**config.mk**
```make
export PLATFORM = sky130hd
export DESIGN_NAME = ctx_tlb
export DESIGN_NICKNAME = d
export VERILOG_FILES = /design/src/rtl/tlb_pkg.sv /design/src/rtl/tlb_cam.sv /design/src/rtl/tlb_pick.sv /design/src/rtl/tlb_victim.sv /design/src/rtl/ctx_tlb.sv
export SDC_FILE = /design/constraint.sdc
export NUM_CORES = 2
export LEC_CHECK = 0
export BUFFER_PORTS_ARGS = -buffer_cell sky130_fd_sc_hd__buf_2
export CORE_UTILIZATION = 36
export CTS_BUF_LIST = sky130_fd_sc_hd__clkbuf_4
export CTS_CLUSTER_DIAMETER = 40
export CTS_CLUSTER_SIZE = 8
export DETAILED_ROUTE_END_ITERATION = 16
export GPL_TIMING_DRIVEN = 0
export HOLD_SLACK_MARGIN = 0.12
export PLACE_DENSITY = 0.61
export REMOVE_ABC_BUFFERS = 1
export SETUP_SLACK_MARGIN = 0.2
export SLEW_MARGIN = 20
export SYNTH_ARGS = -nofsm -noshare
export SYNTH_HDL_FRONTEND = slang
export SYNTH_HIERARCHICAL = 1
export SYNTH_SLANG_ARGS = --single-unit
```
**constraint.sdc**
```tcl
create_clock -name clk -period 7.4 [get_ports clk]
set_input_delay 1.48 -clock clk [delete_from_list [all_inputs] [get_ports clk]]
set_output_delay 1.48 -clock clk [all_outputs]
set_load 0.01 [all_outputs]
```
**src/rtl/tlb_pkg.sv**
```systemverilog
package tlb_pkg;
    parameter int VA_W  = 32;
    parameter int OFS_W = 12;
    parameter int PFN_W = 20;
    parameter int CTX_W = 8;
    localparam int VPN_W = VA_W - OFS_W;
    localparam int PA_W  = PFN_W + OFS_W;

    typedef struct packed {
        logic             valid;
        logic             dirty;
        logic             wperm;
        logic [CTX_W-1:0] ctx;
        logic [VPN_W-1:0] vpn;
        logic [PFN_W-1:0] pfn;
    } tlb_ent_t;

    typedef enum logic [1:0] {
        RES_NONE = 2'd0,
        RES_HIT  = 2'd1,
        RES_MISS = 2'd2,
        RES_PROT = 2'd3
    } lk_res_e;
endpackage

```
**src/rtl/tlb_cam.sv**
```systemverilog
module tlb_cam
    import tlb_pkg::*;
#(
    parameter int N_ENT = 16,
    localparam int IDX_W = $clog2(N_ENT)
) (
    input  logic             clk,
    input  logic             rst_n,
    input  logic             clr_all,
    input  logic             wr_en,
    input  logic [IDX_W-1:0] wr_idx,
    input  tlb_ent_t         wr_ent,
    input  logic             dset_en,
    input  logic [IDX_W-1:0] dset_idx,
    input  logic [VPN_W-1:0] cmp_vpn,
    input  logic [CTX_W-1:0] cmp_ctx,
    output logic [N_ENT-1:0] match,
    input  logic [IDX_W-1:0] rd_idx,
    output logic [PFN_W-1:0] rd_pfn,
    output logic             rd_wperm,
    output logic             rd_dirty
);
    tlb_ent_t ent_q [N_ENT];

    // storage: invalidate beats refill, refill beats the modified-flag update
    always_ff @(posedge clk) begin
        for (int i = 0; i < N_ENT; i++) begin
            if (!rst_n) begin
                ent_q[i] <= '0;
            end else if (clr_all) begin
                ent_q[i].valid <= 1'b0;
            end else if (wr_en && (wr_idx == IDX_W'(i))) begin
                ent_q[i] <= wr_ent;
            end else if (dset_en && (dset_idx == IDX_W'(i))) begin
                ent_q[i].dirty <= 1'b1;
            end
        end
    end

    // one comparator per slot
    for (genvar g = 0; g < N_ENT; g++) begin : g_cmp
        assign match[g] = ent_q[g].valid
                       && (ent_q[g].vpn == cmp_vpn)
                       && (ent_q[g].ctx == cmp_ctx);
    end

    always_comb begin
        rd_pfn   = ent_q[rd_idx].pfn;
        rd_wperm = ent_q[rd_idx].wperm;
        rd_dirty = ent_q[rd_idx].dirty;
    end
endmodule

```
**src/rtl/tlb_pick.sv**
```systemverilog
module tlb_pick #(
    parameter int N_ENT = 16,
    localparam int IDX_W = $clog2(N_ENT)
) (
    input  logic [N_ENT-1:0] match,
    output logic             any,
    output logic [IDX_W-1:0] sel_idx
);
    // scan from the top so the lowest matching index is the last to win
    always_comb begin
        any     = 1'b0;
        sel_idx = '0;
        for (int i = N_ENT - 1; i >= 0; i--) begin
            if (match[i]) begin
                any     = 1'b1;
                sel_idx = IDX_W'(i);
            end
        end
    end
endmodule

```
**src/rtl/tlb_victim.sv**
```systemverilog
module tlb_victim #(
    parameter int N_ENT = 16,
    localparam int IDX_W = $clog2(N_ENT)
) (
    input  logic             clk,
    input  logic             rst_n,
    input  logic             clr,
    input  logic             adv,
    output logic [IDX_W-1:0] ptr
);
    localparam logic [IDX_W-1:0] LAST = IDX_W'(N_ENT - 1);

    always_ff @(posedge clk) begin
        if (!rst_n || clr) begin
            ptr <= '0;
        end else if (adv) begin
            ptr <= (ptr == LAST) ? '0 : ptr + 1'b1;
        end
    end
endmodule

```
**src/rtl/ctx_tlb.sv**
```systemverilog
module ctx_tlb
    import tlb_pkg::*;
#(
    parameter int N_ENT = 16
) (
    input  logic                      clk,
    input  logic                      rst_n,
    input  logic                      ctx_wr_en,
    input  logic [tlb_pkg::CTX_W-1:0] ctx_wr_data,
    input  logic                      lk_en,
    input  logic                      lk_store,
    input  logic [tlb_pkg::VA_W-1:0]  lk_vaddr,
    output logic                      lk_hit,
    output logic                      lk_miss,
    output logic                      lk_prot,
    output logic                      lk_dirty,
    output logic [tlb_pkg::PA_W-1:0]  lk_paddr,
    input  logic                      rf_en,
    input  logic [tlb_pkg::VPN_W-1:0] rf_vpn,
    input  logic [tlb_pkg::PFN_W-1:0] rf_pfn,
    input  logic                      rf_wperm,
    input  logic                      rf_dirty,
    input  logic                      inv_all
);
    localparam int IDX_W = $clog2(N_ENT);

    logic [CTX_W-1:0] ctx_q;
    logic [N_ENT-1:0] match;
    logic             any;
    logic [IDX_W-1:0] sel_idx;
    logic [IDX_W-1:0] vic_idx;
    logic [PFN_W-1:0] sel_pfn;
    logic             sel_wperm;
    logic             sel_dirty;
    logic             wr_go;
    tlb_ent_t         new_ent;
    lk_res_e          res;

    always_ff @(posedge clk) begin
        if (!rst_n) begin
            ctx_q <= '0;
        end else if (ctx_wr_en) begin
            ctx_q <= ctx_wr_data;
        end
    end

    assign wr_go = rf_en && !inv_all;

    always_comb begin
        new_ent       = '0;
        new_ent.valid = 1'b1;
        new_ent.dirty = rf_dirty;
        new_ent.wperm = rf_wperm;
        new_ent.ctx   = ctx_q;
        new_ent.vpn   = rf_vpn;
        new_ent.pfn   = rf_pfn;
    end

    tlb_cam #(.N_ENT(N_ENT)) u_cam (
        .clk      (clk),
        .rst_n    (rst_n),
        .clr_all  (inv_all),
        .wr_en    (wr_go),
        .wr_idx   (vic_idx),
        .wr_ent   (new_ent),
        .dset_en  (lk_store && (res == RES_HIT)),
        .dset_idx (sel_idx),
        .cmp_vpn  (lk_vaddr[VA_W-1:OFS_W]),
        .cmp_ctx  (ctx_q),
        .match    (match),
        .rd_idx   (sel_idx),
        .rd_pfn   (sel_pfn),
        .rd_wperm (sel_wperm),
        .rd_dirty (sel_dirty)
    );

    tlb_pick #(.N_ENT(N_ENT)) u_pick (
        .match   (match),
        .any     (any),
        .sel_idx (sel_idx)
    );

    tlb_victim #(.N_ENT(N_ENT)) u_vic (
        .clk   (clk),
        .rst_n (rst_n),
        .clr   (inv_all),
        .adv   (wr_go),
        .ptr   (vic_idx)
    );

    // classify the lookup
    always_comb begin
        if (!lk_en) begin
            res = RES_NONE;
        end else if (!any) begin
            res = RES_MISS;
        end else if (lk_store && !sel_wperm) begin
            res = RES_PROT;
        end else begin
            res = RES_HIT;
        end
    end

    // drive the outputs from the classification
    always_comb begin
        lk_hit   = 1'b0;
        lk_miss  = 1'b0;
        lk_prot  = 1'b0;
        lk_dirty = 1'b0;
        lk_paddr = '0;
        unique case (res)
            RES_NONE: ;
            RES_MISS: lk_miss = 1'b1;
            RES_PROT: lk_prot = 1'b1;
            RES_HIT: begin
                lk_hit   = 1'b1;
                lk_dirty = sel_dirty;
                lk_paddr = {sel_pfn, lk_vaddr[OFS_W-1:0]};
            end
        endcase
    end
endmodule

```
# Word level (Yosys, flattened, before mapping)
# Memory sizes are Yosys's and may differ from the RTL's.
# Index checks and enable logic that the tools add are counted.
dict set report word_totals {
  inputBits 89
  output_inout_bits 36
  ram_bits 816
  memories 1
  word_cells 459
  ff_bits 12
}
# name depth width read_ports rd_ports_with_merged_regs write_ports line
set mem_list {}
lappend mem_list {u_cam.ent_q 16 51 17 0 16 tlb_cam.sv:23} ;# tlb_ent_t ent_q [N_ENT];
dict set report op_classes {
  mux 253
  n_reduce_logical 73
  n_eq_ne 65
  bitwise_logic 64
  addsub 1
}
# operator n
set ops {}
lappend ops {{50-bit 2-to-1 mux} 16}
lappend ops {{20-bit equality test} 16}
lappend ops {{1-bit 2-to-1 mux} 216}
lappend ops {{8-bit equality test} 16}
lappend ops {{4-bit 2-to-1 mux} 17}
lappend ops {{1-bit logical AND} 67}
lappend ops {{4-bit equality test (second input constant)} 16}
lappend ops {{1-bit OR} 64}
lappend ops {{4-bit by 3-bit equality test with 1-bit output (second input constant)} 8}
lappend ops {{32-bit 2-to-1 mux} 1}
lappend ops {{4-bit by 2-bit equality test with 1-bit output (second input constant)} 4}
lappend ops {{4-bit by 1-bit equality test with 1-bit output (second input constant)} 2}
lappend ops {{4-bit logical NOT} 2}
lappend ops {{2-bit 2-to-1 mux} 3}
lappend ops {{4-bit by 1-bit adder with 4-bit output (second input constant)} 1}
lappend ops {{2-bit equality test (second input constant)} 2}
lappend ops {{1-bit logical NOT} 3}
lappend ops {{2-bit by 1-bit equality test with 1-bit output (second input constant)} 1}
lappend ops {{1-bit logical OR} 1}

# Depth between registers and ports, before layout
# An unclocked memory read counts as a cell.
dict set report depth {
  word_depth 35
  depth_mapped 22
  ltp_nobuf 17
}

# Cells and area by module
# Netlist, hierarchy kept.
# module area_each_um2 instances seq_area_each_um2 cells_per_inst
set by_module_without_submodules {}
lappend by_module_without_submodules {tlb_cam 38997.4 1 24503.5 2801}
lappend by_module_without_submodules {ctx_tlb 829.5 1 160.2 74}
lappend by_module_without_submodules {tlb_victim 180.2 1 80.1 20}
lappend by_module_without_submodules {tlb_pick 178.9 1 0.0 33}

# Worst setup path after synthesis
# Ideal clock, no wire load.
dict set report synth_path {
  path_type {input-to-output}
  from {in lk_vaddr[16] (netlist bit)}
  to {out lk_prot}
  arrival_ps 5162
  cell_stages 18
  path_buffers 5
  required_time_ps 5920
  path_slack_ps 758
  cell_sequence {buf_2 > buf_4 > xor2_1 > nor4_1 > nand4_1 > nor4_1 > nor2b_1 > nor3_1 > nand3_1 > o22ai_1 > buf_6 > buf_2 > mux4_2 > a22oi_1 > nand2_1 > nor2b_4 > buf_6 > and3_2}
}
dict set report synth_between {
  elab_cells_between_ends 88
  cone_classes {eq/ne: 17; mux: 36; reduce/logical: 34; memory: 1}
}
# element line
set synth_lines {}
lappend synth_lines {{start: declaration} ctx_tlb.sv:12} ;# input logic [tlb_pkg::VA_W-1:0] lk_vaddr,
lappend synth_lines {{20-bit equality test} tlb_cam.sv:43} ;# && (ent_q[g].vpn == cmp_vpn)
lappend synth_lines {{1-bit logical AND} tlb_cam.sv:43}
lappend synth_lines {{1-bit logical AND} tlb_cam.sv:44} ;# && (ent_q[g].ctx == cmp_ctx);
lappend synth_lines {{named net match[5]} ctx_tlb.sv:28} ;# logic [N_ENT-1:0] match;
lappend synth_lines {{4-bit 2-to-1 mux (6 in series)} tlb_pick.sv:14} ;# if (match[i]) begin
lappend synth_lines {{named net sel_idx[0]} ctx_tlb.sv:30} ;# logic [IDX_W-1:0] sel_idx;
lappend synth_lines {{memory 16 x 51 bit} -}
lappend synth_lines {{named net sel_wperm} ctx_tlb.sv:33} ;# logic sel_wperm;
lappend synth_lines {{1-bit logical NOT} ctx_tlb.sv:97} ;# end else if (lk_store && !sel_wperm) begin
lappend synth_lines {{1-bit logical AND} ctx_tlb.sv:97}
lappend synth_lines {{2-bit 2-to-1 mux} ctx_tlb.sv:97}
lappend synth_lines {{2-bit 2-to-1 mux} ctx_tlb.sv:95} ;# end else if (!any) begin
lappend synth_lines {{2-bit 2-to-1 mux} ctx_tlb.sv:93} ;# if (!lk_en) begin
lappend synth_lines {{2-bit equality test} ctx_tlb.sv:111} ;# unique case (res)
lappend synth_lines {{1-bit 2-to-1 mux} ctx_tlb.sv:111}
lappend synth_lines {{end: declaration} ctx_tlb.sv:15} ;# output logic lk_prot,
# The timed path passes the listed nets, and every way through them passes these cells.

# Final worst setup path
dict set report layout_path {
  from {in lk_vaddr[17] (netlist bit)}
  to {out lk_paddr[22] (netlist bit)}
}
dict set report layout_between {
  elab_chain_len 27
  elab_cells_between_ends 88
  cone_classes {eq/ne: 17; mux: 36; reduce/logical: 34; memory: 1}
}
# element line
set layout_rtl {}
lappend layout_rtl {{20-bit equality test} tlb_cam.sv:43}
lappend layout_rtl {{1-bit logical AND} tlb_cam.sv:43}
lappend layout_rtl {{1-bit logical AND} tlb_cam.sv:44}
lappend layout_rtl {{named net match[15]} ctx_tlb.sv:28}
lappend layout_rtl {{4-bit 2-to-1 mux (16 in series)} tlb_pick.sv:14}
lappend layout_rtl {{named net sel_idx[0]} ctx_tlb.sv:30}
lappend layout_rtl {{memory 16 x 51 bit} -}
lappend layout_rtl {{named net sel_wperm} ctx_tlb.sv:33}
lappend layout_rtl {{1-bit logical NOT} ctx_tlb.sv:97}
lappend layout_rtl {{1-bit logical AND} ctx_tlb.sv:97}
lappend layout_rtl {{2-bit 2-to-1 mux} ctx_tlb.sv:97}
lappend layout_rtl {{2-bit 2-to-1 mux} ctx_tlb.sv:95}
lappend layout_rtl {{2-bit 2-to-1 mux} ctx_tlb.sv:93}
lappend layout_rtl {{2-bit by 1-bit equality test with 1-bit output} ctx_tlb.sv:111}
lappend layout_rtl {{32-bit 2-to-1 mux} ctx_tlb.sv:111}
lappend layout_rtl {{end: declaration} ctx_tlb.sv:17} ;# output logic [tlb_pkg::PA_W-1:0] lk_paddr,
# The timed path passes the listed nets, and every way through them passes these cells.

==> impl_metrics.yaml <==
global_route:
  grt_pass1_wl_um: 165100
  grt_overflow: 0
  first_global_vias: 23530
  antenna_found_initial: 8
  grt_max_degree: 44
  grt_usage: 0.2040
timing:
  worst_slew_pin_slew_ps: 1146
  final_hold_viol_count: 0
  min_period_ps: 7133
  clock.fmax_mhz: 140.2
  fin_crit_sh: 0.9640
  setup-violations-final: 0
  slew_viol_final: 0
  rsz0062_at_grt: "true"
  slew_headroom: 0.2345
  hold_slack_ps: 596.6
  finalClockSkew_ps: 36.12
  setup_tns_ps: 0
worst_setup_path:
  reg2reg_depth: 18
  crit_required_ps: 5920
  crit_path_max_fanout: 8
  cp.arrival_ps: 5650
  worstSetupPathType: "input pin to output port"
  r2r-start: "ctx_q[7]"
  end_kind: "output port"
  crit_start: "lk_vaddr[17]"
  start_kind: "input pin"
placement:
  dp_hpwl_um: 68390
  placed_cell_area_um2: 43870
  placement.io_buffers: 124
  gp_congestion: 0.7955
  dp_cells: 4388
logic_synthesis:
  synthTopCellsByArea: "edfxtp_1, and2_1, xor2_1, mux4_2, xnor2_1"
  avgSynthCellArea_um2: 13.72
  synthCells: 2928
  yosysSeqAreaShare: 0.6157
  synthesis.area_um2: 40190
  ys_warn_count: 6
  yosys.cell_count.top_type: "edfxtp_1"
  synth_edf_count: 816
  yosysTopAreaCellShare: 0.6098
  synthTopCellsByCount: "edfxtp_1, and2_1, xor2_1, xnor2_1, clkbuf_1"
  synth_top_cell_by_area: "edfxtp_1"
  yosys_most_used_dff: "edfxtp_1"
  ys_ff_latch: 828
  synth.distinct_cells: 51
  synthArstFlopShare: 0
floorplanning:
  start_util: 0.3631
  coreArea_um2: 110700
  io_pins: 125
  chipWidth_um: 336.1
  die_area_um2: 113000
  fp.dieH_um: 336.1
  num_rows: 122
clocking:
  cts_tree: "built"
  clk_path_buf_depth: 3
  clkLatencyLatePin_ps: 1020
  path_clk_slew_ps: 90
  cts_hold_buffers: 0
  htree_levels: 4
  cts-buffers-inserted: 133
  clock-sinks: 828
  root_buffer: "clkbuf_4"
min_path:
  hp-start: "ctx_q[6]"
  hp-class: "flop to flop"
  whs_path_depth: 2
pwr:
  powerDensity_nw_per_um2: 192.9
  leakagePower_uw: 0.01704
  irDropWorstVdd_uv: 93.37
drt:
  wl_per_cell_um: 24.86
  drt_pre_antenna_iters: 6
  ant_nets: 0
  vias: 24120
  drt-initial-drc-count: 2585
  drc_errors: 0
  viasPerCell: 5.188
  routed_wl_um: 115600
cells_and_area:
  nNetsFinal: 3186
  multi_input_area_um2: 14760
  drive_gt1_frac: 0.2162
  syn_to_final_growth_pct: 15.78
  final_area_um2: 46530
  fillers: 10010
  finalNonFillerCells: 4649
  seqCellArea_um2: 24770
flow_run:
  drv_cap: 0
run_status:
  run_status: "finished, final reports clean"
[logic make-up after synthesis]
family,share of synthesized area
flip-flops,0.6157
other,0.00009332
XOR/XNOR,0.09590
buffers and inverters,0.03328
multiplexers,0.05256
AO/OA/AOI/OAI,0.02195
adder cells (fa/ha/maj),0.0003113
AND/OR/NAND/NOR,0.1802
[worst paths after layout]
check	end	slack (ps)
min	ctx_q[6]	600
max	lk_paddr[22]	270
max reg2reg	u_cam/ent_q[0][49]	2320
min reg2reg	ctx_q[6]	600
[layout make-up]
type / count / area share
inverters: 11 / 0.0008874
flip-flops and latches: 828 / 0.5325
clock buffers: 152 / 0.02453
diodes: 6 / 0.0003227
well taps: 1488 / 0.04002
clock inverters: 42 / 0.007341
repair buffers: 271 / 0.07723
multi-input cells: 1851 / 0.3172
[per-layer routing]
| metal | vias to the layer above | part of all wire | track usage |
|---|---|---|---|
| met5 | - | 0.000087 | 0 |
| met2 | 933 | 0.48 | 0.3349 |
| met3 | 170 | 0.070 | 0.03304 |
| met1 | 12330 | 0.42 | 0.2768 |
| li1 | 10680 | - | - |
| met4 | 2 | 0.023 | 0.06130 |
[report_power, final]
part	total [uW]	internal [uW]	switching [uW]
Sequential	5350	5290	65.3
Clock	2840	1190	1660
Combinational	775	291	485
Total	8970	6770	2210
[stage by stage]
| stage | util | setup slack (ps) | total power [uW] |
|---|---|---|---|
| after floorplan | - | -6442 | 5779 |
| after global placement | 0.3740 | -12940 | 6119 |
| after detailed placement | 0.3964 | -1519 | 6166 |
| after CTS | 0.4163 | 178.6 | 9036 |
| after global routing | 0.4204 | 150.8 | 9281 |
| final | 0.4204 | 266.7 | 8973 |
[state kept, by name, indices dropped and copies added (netlist names)]
name         count
ctx_q            8
u_cam/ent_q    816
u_vic/ptr        4
[layout by cell type (no fill, tap or decap), types with 16 or more instances in the layout]
master,instances
edfxtp_1,816
and2_1,800
xor2_1,301
clkbuf_4,152
xnor2_1,138
buf_2,102
mux4_2,88
nand2_1,69
nor4_1,57
buf_16,56
nand4_1,47
buf_4,45
buf_12,38
nand3_1,33
a21oi_1,31
nor3b_2,30
nor2_1,29
a22oi_2,23
a22oi_1,21
o21ai_0,21
nor3_1,20
buf_8,17
nor2_4,17
o21ai_4,16
nor4_2,16
[timing repair]
action                                 4_1_cts  5_1_grt
gates resized for setup                     72       35
endpoints found under the hold margin        0        0
buffers inserted                            35       23
cloned                                       0        3
pin swaps                                    7       19
setup endpoints to repair                   35       35
[worst max-delay path, cell delays in order]
cell and delay [ps]:
buf_16 120, xor2_4 180, nor4_4 420, nand4_1 360, nor4_4 310, a21oi_1 110, o311a_2 410, o22ai_4 290
clkbuf_16 220, buf_12 110, mux4_2 510, a22oi_2 240, nand2_2 110, nor2b_4 150, buf_12 200, clkbuf_16 190
nor3b_2 50, buf_2 170
Power figures use the tool's default switching activity.
